$ cat config.mk
export PLATFORM = sky130hd
export DESIGN_NAME = pause_flow_ctrl
export DESIGN_NICKNAME = d
export VERILOG_FILES = /design/src/rtl/pfc_pkg.sv /design/src/rtl/pfc_cfg_reg.sv /design/src/rtl/pfc_req_edge.sv /design/src/rtl/pfc_engine.sv /design/src/rtl/pause_flow_ctrl.sv
export SDC_FILE = /design/constraint.sdc
export NUM_CORES = 1
export LEC_CHECK = 0
export CAP_MARGIN = 40
export CORE_MARGIN = 4
export CORE_UTILIZATION = 45
export CTS_BUF_LIST = sky130_fd_sc_hd__clkbuf_16
export DETAILED_ROUTE_END_ITERATION = 8
export DONT_BUFFER_PORTS = 1
export GPL_ROUTABILITY_DRIVEN = 0
export HOLD_SLACK_MARGIN = 0.08
export PLACE_DENSITY_LB_ADDON = 0.2
export SLEW_MARGIN = 20
export SYNTH_ARGS = -nofsm -noshare
export SYNTH_HDL_FRONTEND = slang
export SYNTH_HIERARCHICAL = 1
export SYNTH_SLANG_ARGS = --single-unit
$ cat constraint.sdc
create_clock -name clk -period 4.98 [get_ports clk]
set_input_delay 0.996 -clock clk [delete_from_list [all_inputs] [get_ports clk]]
set_output_delay 0.996 -clock clk [all_outputs]
set_load 0.02 [all_outputs]
$ cat src/rtl/pfc_pkg.sv
package pfc_pkg;
    localparam int CNT_W = 16;

    typedef enum logic {
        MODE_HALF = 1'b0,
        MODE_FULL = 1'b1
    } duplex_e;
endpackage

$ cat src/rtl/pfc_cfg_reg.sv
module pfc_cfg_reg #(
    parameter int W = 16
) (
    input  logic           clk,
    input  logic           rst_n,
    input  logic           we,
    input  logic [2*W-1:0] wdata,
    output logic [W-1:0]   interval,
    output logic [W-1:0]   quanta
);
    typedef struct packed {
        logic [W-1:0] interval;
        logic [W-1:0] quanta;
    } cfg_t;

    cfg_t s_d, s_q;

    always_comb begin
        s_d = s_q;
        if (we) begin
            s_d.interval = wdata[W-1:0];
            s_d.quanta   = wdata[2*W-1:W];
        end
    end

    always_ff @(posedge clk or negedge rst_n) begin
        if (!rst_n) s_q <= '0;
        else        s_q <= s_d;
    end

    assign interval = s_q.interval;
    assign quanta   = s_q.quanta;

    // a write is visible on the fields one edge later
    p_cfg_load_r2: assert property (@(posedge clk) disable iff (!rst_n)
        we |=> (interval == $past(wdata[W-1:0]) && quanta == $past(wdata[2*W-1:W])));
endmodule

$ cat src/rtl/pfc_req_edge.sv
module pfc_req_edge (
    input  logic clk,
    input  logic rst_n,
    input  logic req,
    output logic start
);
    logic prev_d, prev_q;

    always_comb prev_d = req;

    always_ff @(posedge clk or negedge rst_n) begin
        if (!rst_n) prev_q <= 1'b0;
        else        prev_q <= prev_d;
    end

    assign start = req & ~prev_q;
endmodule

$ cat src/rtl/pfc_engine.sv
module pfc_engine
    import pfc_pkg::*;
#(
    parameter int W = 16
) (
    input  logic         clk,
    input  logic         rst_n,
    input  logic         fc_req,
    input  logic         req_start,
    input  logic         full_duplex,
    input  logic [W-1:0] interval,
    input  logic [W-1:0] quanta,
    output logic         send_pause,
    output logic [W-1:0] pause_quanta,
    output logic         backpressure,
    output logic [W-1:0] count
);
    typedef struct packed {
        logic [W-1:0] cnt;
        logic         run;
        duplex_e      mode;
        logic         pulse;
        logic         bp;
        logic [W-1:0] qout;
    } eng_t;

    eng_t s_d, s_q;
    logic [W:0] nxt_cnt;

    always_comb begin
        s_d       = s_q;
        s_d.pulse = 1'b0;
        nxt_cnt   = {1'b0, s_q.cnt} + {{W{1'b0}}, 1'b1};
        if (!fc_req) begin
            s_d.cnt = '0;
            s_d.run = 1'b0;
            s_d.bp  = 1'b0;
        end else if (req_start) begin
            s_d.cnt = '0;
            if (full_duplex) begin
                s_d.mode  = MODE_FULL;
                s_d.pulse = 1'b1;
                s_d.qout  = quanta;
                s_d.run   = |interval;
                s_d.bp    = 1'b0;
            end else begin
                s_d.mode = MODE_HALF;
                s_d.run  = |quanta;
                s_d.bp   = |quanta;
            end
        end else if (s_q.run) begin
            if (s_q.mode == MODE_FULL) begin
                if (nxt_cnt >= {1'b0, interval}) begin
                    s_d.pulse = 1'b1;
                    s_d.qout  = quanta;
                    s_d.cnt   = '0;
                end else begin
                    s_d.cnt = nxt_cnt[W-1:0];
                end
            end else begin
                s_d.cnt = nxt_cnt[W-1:0];
                if (nxt_cnt >= {1'b0, quanta}) begin
                    s_d.run = 1'b0;
                    s_d.bp  = 1'b0;
                end
            end
        end
    end

    always_ff @(posedge clk or negedge rst_n) begin
        if (!rst_n) s_q <= '0;
        else        s_q <= s_d;
    end

    assign send_pause   = s_q.pulse;
    assign pause_quanta = s_q.qout;
    assign backpressure = s_q.bp;
    assign count        = s_q.cnt;

    // every pulse follows a cycle with the request active
    p_pulse_after_req_r3: assert property (@(posedge clk) disable iff (!rst_n)
        send_pause |-> $past(fc_req));
    // a full-duplex request edge always yields a pulse
    p_fd_start_pulse_r3: assert property (@(posedge clk) disable iff (!rst_n)
        (req_start && full_duplex) |=> send_pause);
    // a half-duplex edge with non-zero quanta raises backpressure
    p_hd_start_bp_r6: assert property (@(posedge clk) disable iff (!rst_n)
        (req_start && !full_duplex && quanta != '0) |=> backpressure);
    // withdrawing the request clears everything
    p_drop_clears_r8: assert property (@(posedge clk) disable iff (!rst_n)
        !fc_req |=> (count == '0 && !send_pause && !backpressure));
    // the two outputs are exclusive
    p_exclusive_r9: assert property (@(posedge clk) disable iff (!rst_n)
        !(send_pause && backpressure));
endmodule

$ cat src/rtl/pause_flow_ctrl.sv
module pause_flow_ctrl #(
    parameter int CNT_W = pfc_pkg::CNT_W,
    localparam int WORD_W = 2 * CNT_W
) (
    input  logic              clk,
    input  logic              rst_n,
    input  logic              cfg_we,
    input  logic [WORD_W-1:0] cfg_wdata,
    input  logic              full_duplex,
    input  logic              fc_req,
    output logic              send_pause,
    output logic [CNT_W-1:0]  pause_quanta,
    output logic              backpressure,
    output logic [WORD_W-1:0] status
);
    logic [CNT_W-1:0] interval, quanta, count;
    logic             req_start;

    pfc_cfg_reg #(.W(CNT_W)) i_cfg (
        .clk(clk), .rst_n(rst_n), .we(cfg_we), .wdata(cfg_wdata),
        .interval(interval), .quanta(quanta)
    );

    pfc_req_edge i_edge (
        .clk(clk), .rst_n(rst_n), .req(fc_req), .start(req_start)
    );

    pfc_engine #(.W(CNT_W)) i_eng (
        .clk(clk), .rst_n(rst_n), .fc_req(fc_req), .req_start(req_start),
        .full_duplex(full_duplex), .interval(interval), .quanta(quanta),
        .send_pause(send_pause), .pause_quanta(pause_quanta),
        .backpressure(backpressure), .count(count)
    );

    // upper half of the status word is zero
    assign status = {{(WORD_W-CNT_W){1'b0}}, count};
endmodule

==> reports/qor.log, run 1 <==
[outcome] run status complete, no violations
[timing] Hold WS 0.357 ns
[timing] Max transition margin 0.539
[die] boundary pin count 87
[grt] first-pass GRT wire length 15.1 mm
[worst_setup_path] slowest library cell on the worst path sky130_fd_sc_hd__a41oi_4
[layout] commonest cells after routing, fill and taps aside sky130_fd_sc_hd__dfrtp_1, sky130_fd_sc_hd__inv_1, sky130_fd_sc_hd__ha_1, sky130_fd_sc_hd__mux2_4, sky130_fd_sc_hd__nand2_1
[die] Die ar. 11400 um^2
[yosys] share of synthesized area occupied by flip-flops and latches 0.392
[worst_setup_path] data arrival time at the worst-slack endpoint 4.30 ns
[routing] violation count after the first detailed-route iteration 92
[yosys] multiplexer share of the synthesized area 0.148
[layout] ant diodes 0
[timing] actual transition at the worst max-transition pin 0.690 ns
[grt] largest net degree at the start of global routing 70
[power_and_ir_drop] VDD IR max 0.000204 V
[routing] number of DRC violations after detailed routing 0
[clock_network] root buffer cell sky130_fd_sc_hd__clkbuf_16
[yosys] post-synthesis async set-or-reset flop share 1.00
[routing] via count of the routed design 2719
[worst_setup_path] kind of cell adding the most delay to the critical path simple AND/OR/NAND/NOR gates
[yosys] post-synthesis simple-gate area fraction 0.109
[grt] number of global-route vias before repair 2833
[worst_setup_path] crit end category register
[die] placeable core region 9370 um^2
[worst_setup_path] sort of element at the start of the critical path register
[yosys] Ys Warns 6
[timing] setup repair after global routing missed its margin false
[yosys] number of cells produced by synthesis 399
[worst_hold_path] worst min-delay path category input port to asynchronous set/reset pin
[clock_network] Setup Buffers After CTS 0
[grt] overall track demand over capacity in global routing 0.168
[die] Die Ht 107 um
[layout] share of post-route cells with drive strength above 1 0.187
[run] Max Cap Viol 0
[grt] Remaining Overflow, GRT 0
[worst_setup_path] cells along the critical path ha_1, nand4_1, nor3_1, nand3_1, and2_1, or2_2, ha_1, nand4_1, nor2_1, o21ai_4, a41oi_4, mux2_2
[routing] post-detailed-routing wire length 9.09 mm
[yosys] Post-Syn Area per Cell 11.0 um^2
[clock_network] clock-pin slew on the worst setup and hold paths 0.06 ns
[yosys] EDFF count, synth 0
[yosys] proportion of netlist area held by the largest area contributor 0.392
[yosys] Synth Area in XOR/XNOR 0.0119
[grt] antenna violations before repair 0
[die] Chip Width 107 um
[yosys] synth top area cells sky130_fd_sc_hd__dfrtp_1, sky130_fd_sc_hd__mux2_4, sky130_fd_sc_hd__ha_1
[yosys] post-synthesis cell type with the largest combined area sky130_fd_sc_hd__dfrtp_1
[yosys] combinational family with the most area after synthesis multiplexers
[clock_network] TritonCTS clock tree done
[timing] total setup violations reported at the end of the flow 0
[layout] area occupied by registers 1730 um^2
[clock_network] number of sinks handled by clock tree synthesis 69
[clock_network] H-tree Lvls 3
[timing] final critical path time including I/O delays and setup 4.08 ns
[die] standard-cell row count 35
[timing] Worst Skew 0.00791 ns
[yosys] share of the synthesized area in compound gates (AO/OA/AOI/OAI) 0.109
[clock_network] clock latency of the later-clocked register in the worst-skew pair 0.33 ns
[place] HPWL after detailed placement 6.95 mm
[routing] Routed Antenna Nets 0
[layout] most frequent standard cell in the layout excluding fill and tap cells sky130_fd_sc_hd__dfrtp_1
[routing] Wirelength per Cell 18.0 um
[timing] pins over their slew limit 0
[yosys] dominant register cell in the synthesized netlist sky130_fd_sc_hd__dfrtp_1
[yosys] Syn Std Cell Area 4400 um^2
[clock_network] number of buffers inserted by hold repair at cts 0
[routing] average via count per standard cell 5.39
[power_and_ir_drop] power density relative to cell area 322 nW/um^2
[layout] area of the multi-input gates 2140 um^2
[die] effective utilization at floorplan 0.469
[power_and_ir_drop] cell leakage power 0.00224 uW
[yosys] Distinct cells, synth 53
[worst_setup_path] maximum net fanout on the critical path 17
[timing] final hold vios 0
[clock_network] total clock buffers created by CTS 9
[clock_network] CTS Buffer Depth 2
[layout] area growth from synthesis to layout 1.08%
[place] number of buffers inserted by port buffering 0
[layout] count of filler cells inserted in the layout 884
[timing] final setup TNS 0 ns
[worst_setup_path] required arrival time at the worst endpoint 5.19 ns
[timing] portion of the clock cycle consumed by the worst path in the final layout 0.820
[timing] maximum clock frequency 245 MHz
[clock_network] PostCTS Resize Cnt 0
[worst_setup_path] Critical Setup Path Class register to register
[worst_setup_path] number of buffers and inverters on the critical path 0
[yosys] number of synthesized register bits 69
[routing] router iterations before antenna repair 4
[layout] layout net count 440
[worst_setup_path] critical path's largest stage delay 0.66 ns
[yosys] adder-cell area share of the yosys netlist 0.0939
cell type report:
| type | instances | area share |
|---|---|---|
| multi-input cells | 254 | 0.481 |
| flip-flops and latches | 69 | 0.388 |
| clock buffers | 9 | 0.0506 |
| well taps | 129 | 0.0363 |
| inverters | 35 | 0.0295 |
| clock inverters | 7 | 0.0127 |
| repair buffers | 1 | 0.00169 |
cells in the mapped netlist, types with 2 or more instances:
cell and n:
sky130_fd_sc_hd__a21oi_1 9, sky130_fd_sc_hd__nand2b_1 4, sky130_fd_sc_hd__o211ai_1 2, sky130_fd_sc_hd__a21o_1 10
sky130_fd_sc_hd__or3_1 2, sky130_fd_sc_hd__clkbuf_1 2, sky130_fd_sc_hd__mux2_4 30, sky130_fd_sc_hd__dfrtp_1 69
sky130_fd_sc_hd__buf_12 3, sky130_fd_sc_hd__nand2_1 26, sky130_fd_sc_hd__or3_2 2, sky130_fd_sc_hd__a211oi_1 8
sky130_fd_sc_hd__mux2_2 9, sky130_fd_sc_hd__xnor2_1 3, sky130_fd_sc_hd__inv_1 35, sky130_fd_sc_hd__o21a_1 2
sky130_fd_sc_hd__a221o_1 2, sky130_fd_sc_hd__nor4_1 7, sky130_fd_sc_hd__a32o_1 6, sky130_fd_sc_hd__and3_1 2
sky130_fd_sc_hd__a31oi_1 2, sky130_fd_sc_hd__or2_2 3, sky130_fd_sc_hd__buf_6 2, sky130_fd_sc_hd__nand4_1 6
sky130_fd_sc_hd__buf_4 48, sky130_fd_sc_hd__nand3_1 12, sky130_fd_sc_hd__nand2_2 2, sky130_fd_sc_hd__nor3b_1 2
sky130_fd_sc_hd__mux2_1 9, sky130_fd_sc_hd__o21ai_0 12, sky130_fd_sc_hd__or3_4 2, sky130_fd_sc_hd__nor3_1 4
sky130_fd_sc_hd__ha_1 33, sky130_fd_sc_hd__xor2_1 3, sky130_fd_sc_hd__nor2_1 8
state kept, by name, summed over array words and instances (netlist names):
| register | count |
|---|---|
| i_cfg/interval | 16 |
| i_cfg/quanta | 16 |
| i_eng/count | 16 |
| i_eng/pause_quanta | 16 |
| i_eng/s_q | 2 |
| i_edge/prev_q | 1 |
| i_eng/backpressure | 1 |
| i_eng/send_pause | 1 |
power by group:
part           internal [uW]  switching [uW]
clock                    344             257
sequential               613            81.6
combinational           76.5            59.8
path summary, 6_finish.rpt:
| path | from | end | depth (start not counted) | slack, ns |
|---|---|---|---|---|
| max in group asynchronous | rst_n | i_cfg/quanta[10]$_DFFE_PN0P_ | 0 | 4.50 |
| max reg2reg | i_eng/count[0]$_DFFE_PN0P_ | i_eng/pause_quanta[3]$_DFFE_PN0P_ | 12 | 0.90 |
| min reg2reg | i_cfg/quanta[13]$_DFFE_PN0P_ | i_eng/pause_quanta[13]$_DFFE_PN0P_ | 1 | 0.54 |
| min in group clk | i_cfg/quanta[13]$_DFFE_PN0P_ | i_eng/pause_quanta[13]$_DFFE_PN0P_ | 1 | 0.54 |
| min | rst_n | i_eng/count[0]$_DFFE_PN0P_ | 0 | 0.36 |
| max | i_eng/count[0]$_DFFE_PN0P_ | i_eng/pause_quanta[3]$_DFFE_PN0P_ | 12 | 0.90 |
stage by stage:
step	setup WS [ns]	area [um^2]	instances	total power, uW	util
6_report	0.897	4450	504	1430	0.474
5_1_grt	0.530	4450	504	1500	0.474
4_1_cts	0.866	4450	504	1450	0.474
3_5_place_dp	0.883	4170	488	843	0.444
3_3_place_gp	0.989	4170	488	838	0.444
2_1_floorplan	1.59	4460	414	856	-
metal layers:
| layer | vias to the layer above | global-route usage | wire length [um] |
|---|---|---|---|
| met3 | 12 | 0.0512 | 571 |
| met1 | 1333 | 0.212 | 4040 |
| met4 | 0 | 0.0511 | 136 |
| met2 | 70 | 0.276 | 4340 |
| met5 | - | 0 | 0 |
| li1 | 1304 | - | - |
cell families (layout without fill, tap and decap cells):
family | Yosys count | count (layout)
other | 1 | 16
multiplexers | 48 | 48
AO/OA/AOI/OAI | 63 | 63
XOR/XNOR | 6 | 6
buffers and inverters | 91 | 52
flip-flops | 69 | 69
AND/OR/NAND/NOR | 88 | 88
adder cells (fa/ha/maj) | 33 | 33
No activity file was read; power rests on OpenSTA's default activity.
==> inputs of run 2 (changes only) <==
Clock period 4.98 ns to 4 ns, I/O delays scaled along.
==> run 2 against run 1 <==
Power up 29%. Global-route usage increased by 0.26 points. First-iteration DRC count increased by 71%. Final cell count increased by 1.2%. Sequential share of layout area decreased by 0.60 points. Wire length rose by 1.7%. Critical path type unchanged. Largest cell class unchanged. Highest routed layer unchanged.
==> reports/qor.log, run 2 (synthesized netlist as in run 1, its figures left out) <==
[outcome] run status complete, no violations
[worst_setup_path] sort of element at the start of the critical path register
[routing] Routed Antenna Nets 0 [unchanged]
[die] effective utilization at floorplan 0.469 [unchanged]
[timing] setup repair after global routing missed its margin false
[worst_setup_path] most common cell type on the critical path sky130_fd_sc_hd__or3_4
[layout] final std cell area, no fill 4520 um^2 [+1.6%]
[die] placeable core region 9370 um^2 [unchanged]
[routing] Wirelength per Cell 18.1 um [+0.51%]
[clock_network] root buffer cell sky130_fd_sc_hd__clkbuf_16
[clock_network] CTS Buffer Depth 2 [unchanged]
[worst_setup_path] number of buffers and inverters on the critical path 1 [+1]
[timing] final hold vios 0 [unchanged]
[layout] area growth from synthesis to layout 2.67%
[layout] share of post-route cells with drive strength above 1 0.202 [+0.0154]
[timing] maximum clock frequency 272 MHz [+11%]
[grt] overall track demand over capacity in global routing 0.170 [+0.00261]
[run] Max Cap Viol 0 [unchanged]
[clock_network] clock-pin slew on the worst setup and hold paths 0.06 ns [about the same]
[worst_setup_path] required arrival time at the worst endpoint 4.22 ns [-0.97 ns]
[clock_network] TritonCTS clock tree done
[power_and_ir_drop] power density relative to cell area 410 nW/um^2 [+27%]
[grt] number of global-route vias before repair 2791 [-1.5%]
[routing] router iterations before antenna repair 4 [unchanged]
[routing] average via count per standard cell 5.47 [+1.5%]
[worst_setup_path] critical path's largest stage delay 0.52 ns [-0.14 ns]
[place] HPWL after detailed placement 7.05 mm [+1.5%]
[timing] portion of the clock cycle consumed by the worst path in the final layout 0.919 [+0.0991]
[routing] violation count after the first detailed-route iteration 157 [+71%]
[timing] final setup TNS 0 ns [unchanged]
[place] number of buffers inserted by port buffering 0 [unchanged]
[die] Chip Width 107 um [unchanged]
[routing] post-detailed-routing wire length 9.25 mm [+1.7%]
[worst_setup_path] kind of cell adding the most delay to the critical path simple AND/OR/NAND/NOR gates
[worst_setup_path] maximum net fanout on the critical path 17 [unchanged]
[clock_network] number of buffers inserted by hold repair at cts 0 [unchanged]
[place] Worst Setup Slack post-DPL 0.302 ns [-0.581 ns]
[layout] layout net count 446 [+1.4%]
[timing] total setup violations reported at the end of the flow 0 [unchanged]
[grt] first-pass GRT wire length 15.1 mm [+0.19%]
[clock_network] clock latency of the later-clocked register in the worst-skew pair 0.33 ns [about the same]
[die] Die ar. 11400 um^2 [unchanged]
[clock_network] PostCTS Resize Cnt 0 [unchanged]
[power_and_ir_drop] VDD IR max 0.000235 V [+15%]
[timing] setup slack after layout 0.324 ns [-0.573 ns]
[worst_setup_path] crit end category register
[worst_setup_path] slowest library cell on the worst path sky130_fd_sc_hd__dfrtp_1
[layout] ant diodes 0 [unchanged]
[timing] Hold WS 0.162 ns [-0.195 ns]
[worst_setup_path] data arrival time at the worst-slack endpoint 3.89 ns [-0.41 ns]
[worst_setup_path] cells along the critical path nand2_2, or3_4, or3_4, o21ai_0, nand2_1, ha_1, nand4_1, nor2_1, o21ai_4, a41oi_4, buf_4, mux2_2
[worst_hold_path] worst min-delay path category input port to asynchronous set/reset pin
[die] boundary pin count 87 [unchanged]
[die] Die Ht 107 um [unchanged]
[clock_network] number of sinks handled by clock tree synthesis 69 [unchanged]
[timing] pins over their slew limit 0 [unchanged]
[layout] most frequent standard cell in the layout excluding fill and tap cells sky130_fd_sc_hd__dfrtp_1
[grt] Remaining Overflow, GRT 0 [unchanged]
[timing] Worst Skew 0.00596 ns [-0.00195 ns]
[worst_setup_path] Critical Setup Path Class register to register
[power_and_ir_drop] cell leakage power 0.00228 uW [+1.8%]
[die] standard-cell row count 35 [unchanged]
[clock_network] Setup Buffers After CTS 0 [unchanged]
[routing] number of DRC violations after detailed routing 0 [unchanged]
[clock_network] H-tree Lvls 3 [unchanged]
[routing] via count of the routed design 2792 [+2.7%]
[grt] antenna violations before repair 0 [unchanged]
[layout] commonest cells after routing, fill and taps aside sky130_fd_sc_hd__dfrtp_1, sky130_fd_sc_hd__inv_1, sky130_fd_sc_hd__ha_1, sky130_fd_sc_hd__mux2_4, sky130_fd_sc_hd__nand2_1
[grt] largest net degree at the start of global routing 70 [unchanged]
[place] cell area after placement 4210 um^2 [+1.1%]
[clock_network] total clock buffers created by CTS 9 [unchanged]
[timing] final critical path time including I/O delays and setup 3.68 ns [-0.407 ns]
==> run 2: cell count changes in the layout (fill, tap and decap cells not counted) <==
cell                         change
sky130_fd_sc_hd__clkinvlp_4      +1
sky130_fd_sc_hd__buf_4           +6
sky130_fd_sc_hd__bufinv_16       +1
sky130_fd_sc_hd__inv_6           -1
sky130_fd_sc_hd__clkinv_1        -1
==> run 2: report_power, final <==
part / internal (uW) / switching (uW) / leakage [uW]
logic: 96.0 / 76.6 / 0.00127
registers: 763 / 98.5 / 0.000875
clock network: 491 / 325 / 0.000141
total: 1350 / 500 / 0.00228
==> run 2: layout make-up <==
cell class	instances	area [um^2]
fill	866	4850
multi-input combinational	254	2140
clock buffer	9	225
clock inverter	7	81.3
sequential	69	1730
tap	129	161
timing repair buffer	7	52.6
inverter	35	131
==> run 2: worst paths after layout <==
check                           cells past startpoint                           from  slack [ns]                                end
worst min register to register                      1  i_cfg/interval[5]$_DFFE_PN0P_        0.55      i_cfg/interval[5]$_DFFE_PN0P_
min in group clk                                    0                         fc_req        0.50            i_edge/prev_q$_DFF_PN0_
worst max register to register                     12     i_eng/count[6]$_DFFE_PN0P_        0.32  i_eng/pause_quanta[6]$_DFFE_PN0P_
worst max-delay path                               12     i_eng/count[6]$_DFFE_PN0P_        0.32  i_eng/pause_quanta[6]$_DFFE_PN0P_
max in group asynchronous                           0                          rst_n        3.70        i_cfg/quanta[8]$_DFFE_PN0P_
worst min-delay path                                0                          rst_n        0.16         i_eng/count[2]$_DFFE_PN0P_
==> run 2: worst register-to-register path, stage by stage, from the launching register on <==
cell                      delay [ns]
sky130_fd_sc_hd__dfrtp_1        0.52
sky130_fd_sc_hd__nand2_2        0.13
sky130_fd_sc_hd__or3_4          0.44
sky130_fd_sc_hd__or3_4          0.41
sky130_fd_sc_hd__o21ai_0        0.22
sky130_fd_sc_hd__nand2_1        0.13
sky130_fd_sc_hd__ha_1           0.33
sky130_fd_sc_hd__nand4_1        0.11
sky130_fd_sc_hd__nor2_1         0.22
sky130_fd_sc_hd__o21ai_4        0.16
sky130_fd_sc_hd__a41oi_4        0.24
sky130_fd_sc_hd__buf_4          0.28
sky130_fd_sc_hd__mux2_2         0.37
==> run 2: metrics by stage <==
stage / power, uW / cells / util
3_3_place_gp: 1040 / 494 / 0.449
4_1_cts: 1880 / 510 / 0.482
2_1_floorplan: 1070 / 414 / -
5_1_grt: 1940 / 510 / 0.482
3_5_place_dp: 1050 / 494 / 0.449
6_report: 1850 / 510 / 0.482
==> run 2: layer usage <==
metal	GRT usage	share of wire	vias to the layer above
met5	0	0	-
met4	0.0502	0.012	0
met3	0.0470	0.053	9
met2	0.277	0.48	69
met1	0.222	0.46	1395
li1	-	-	1319
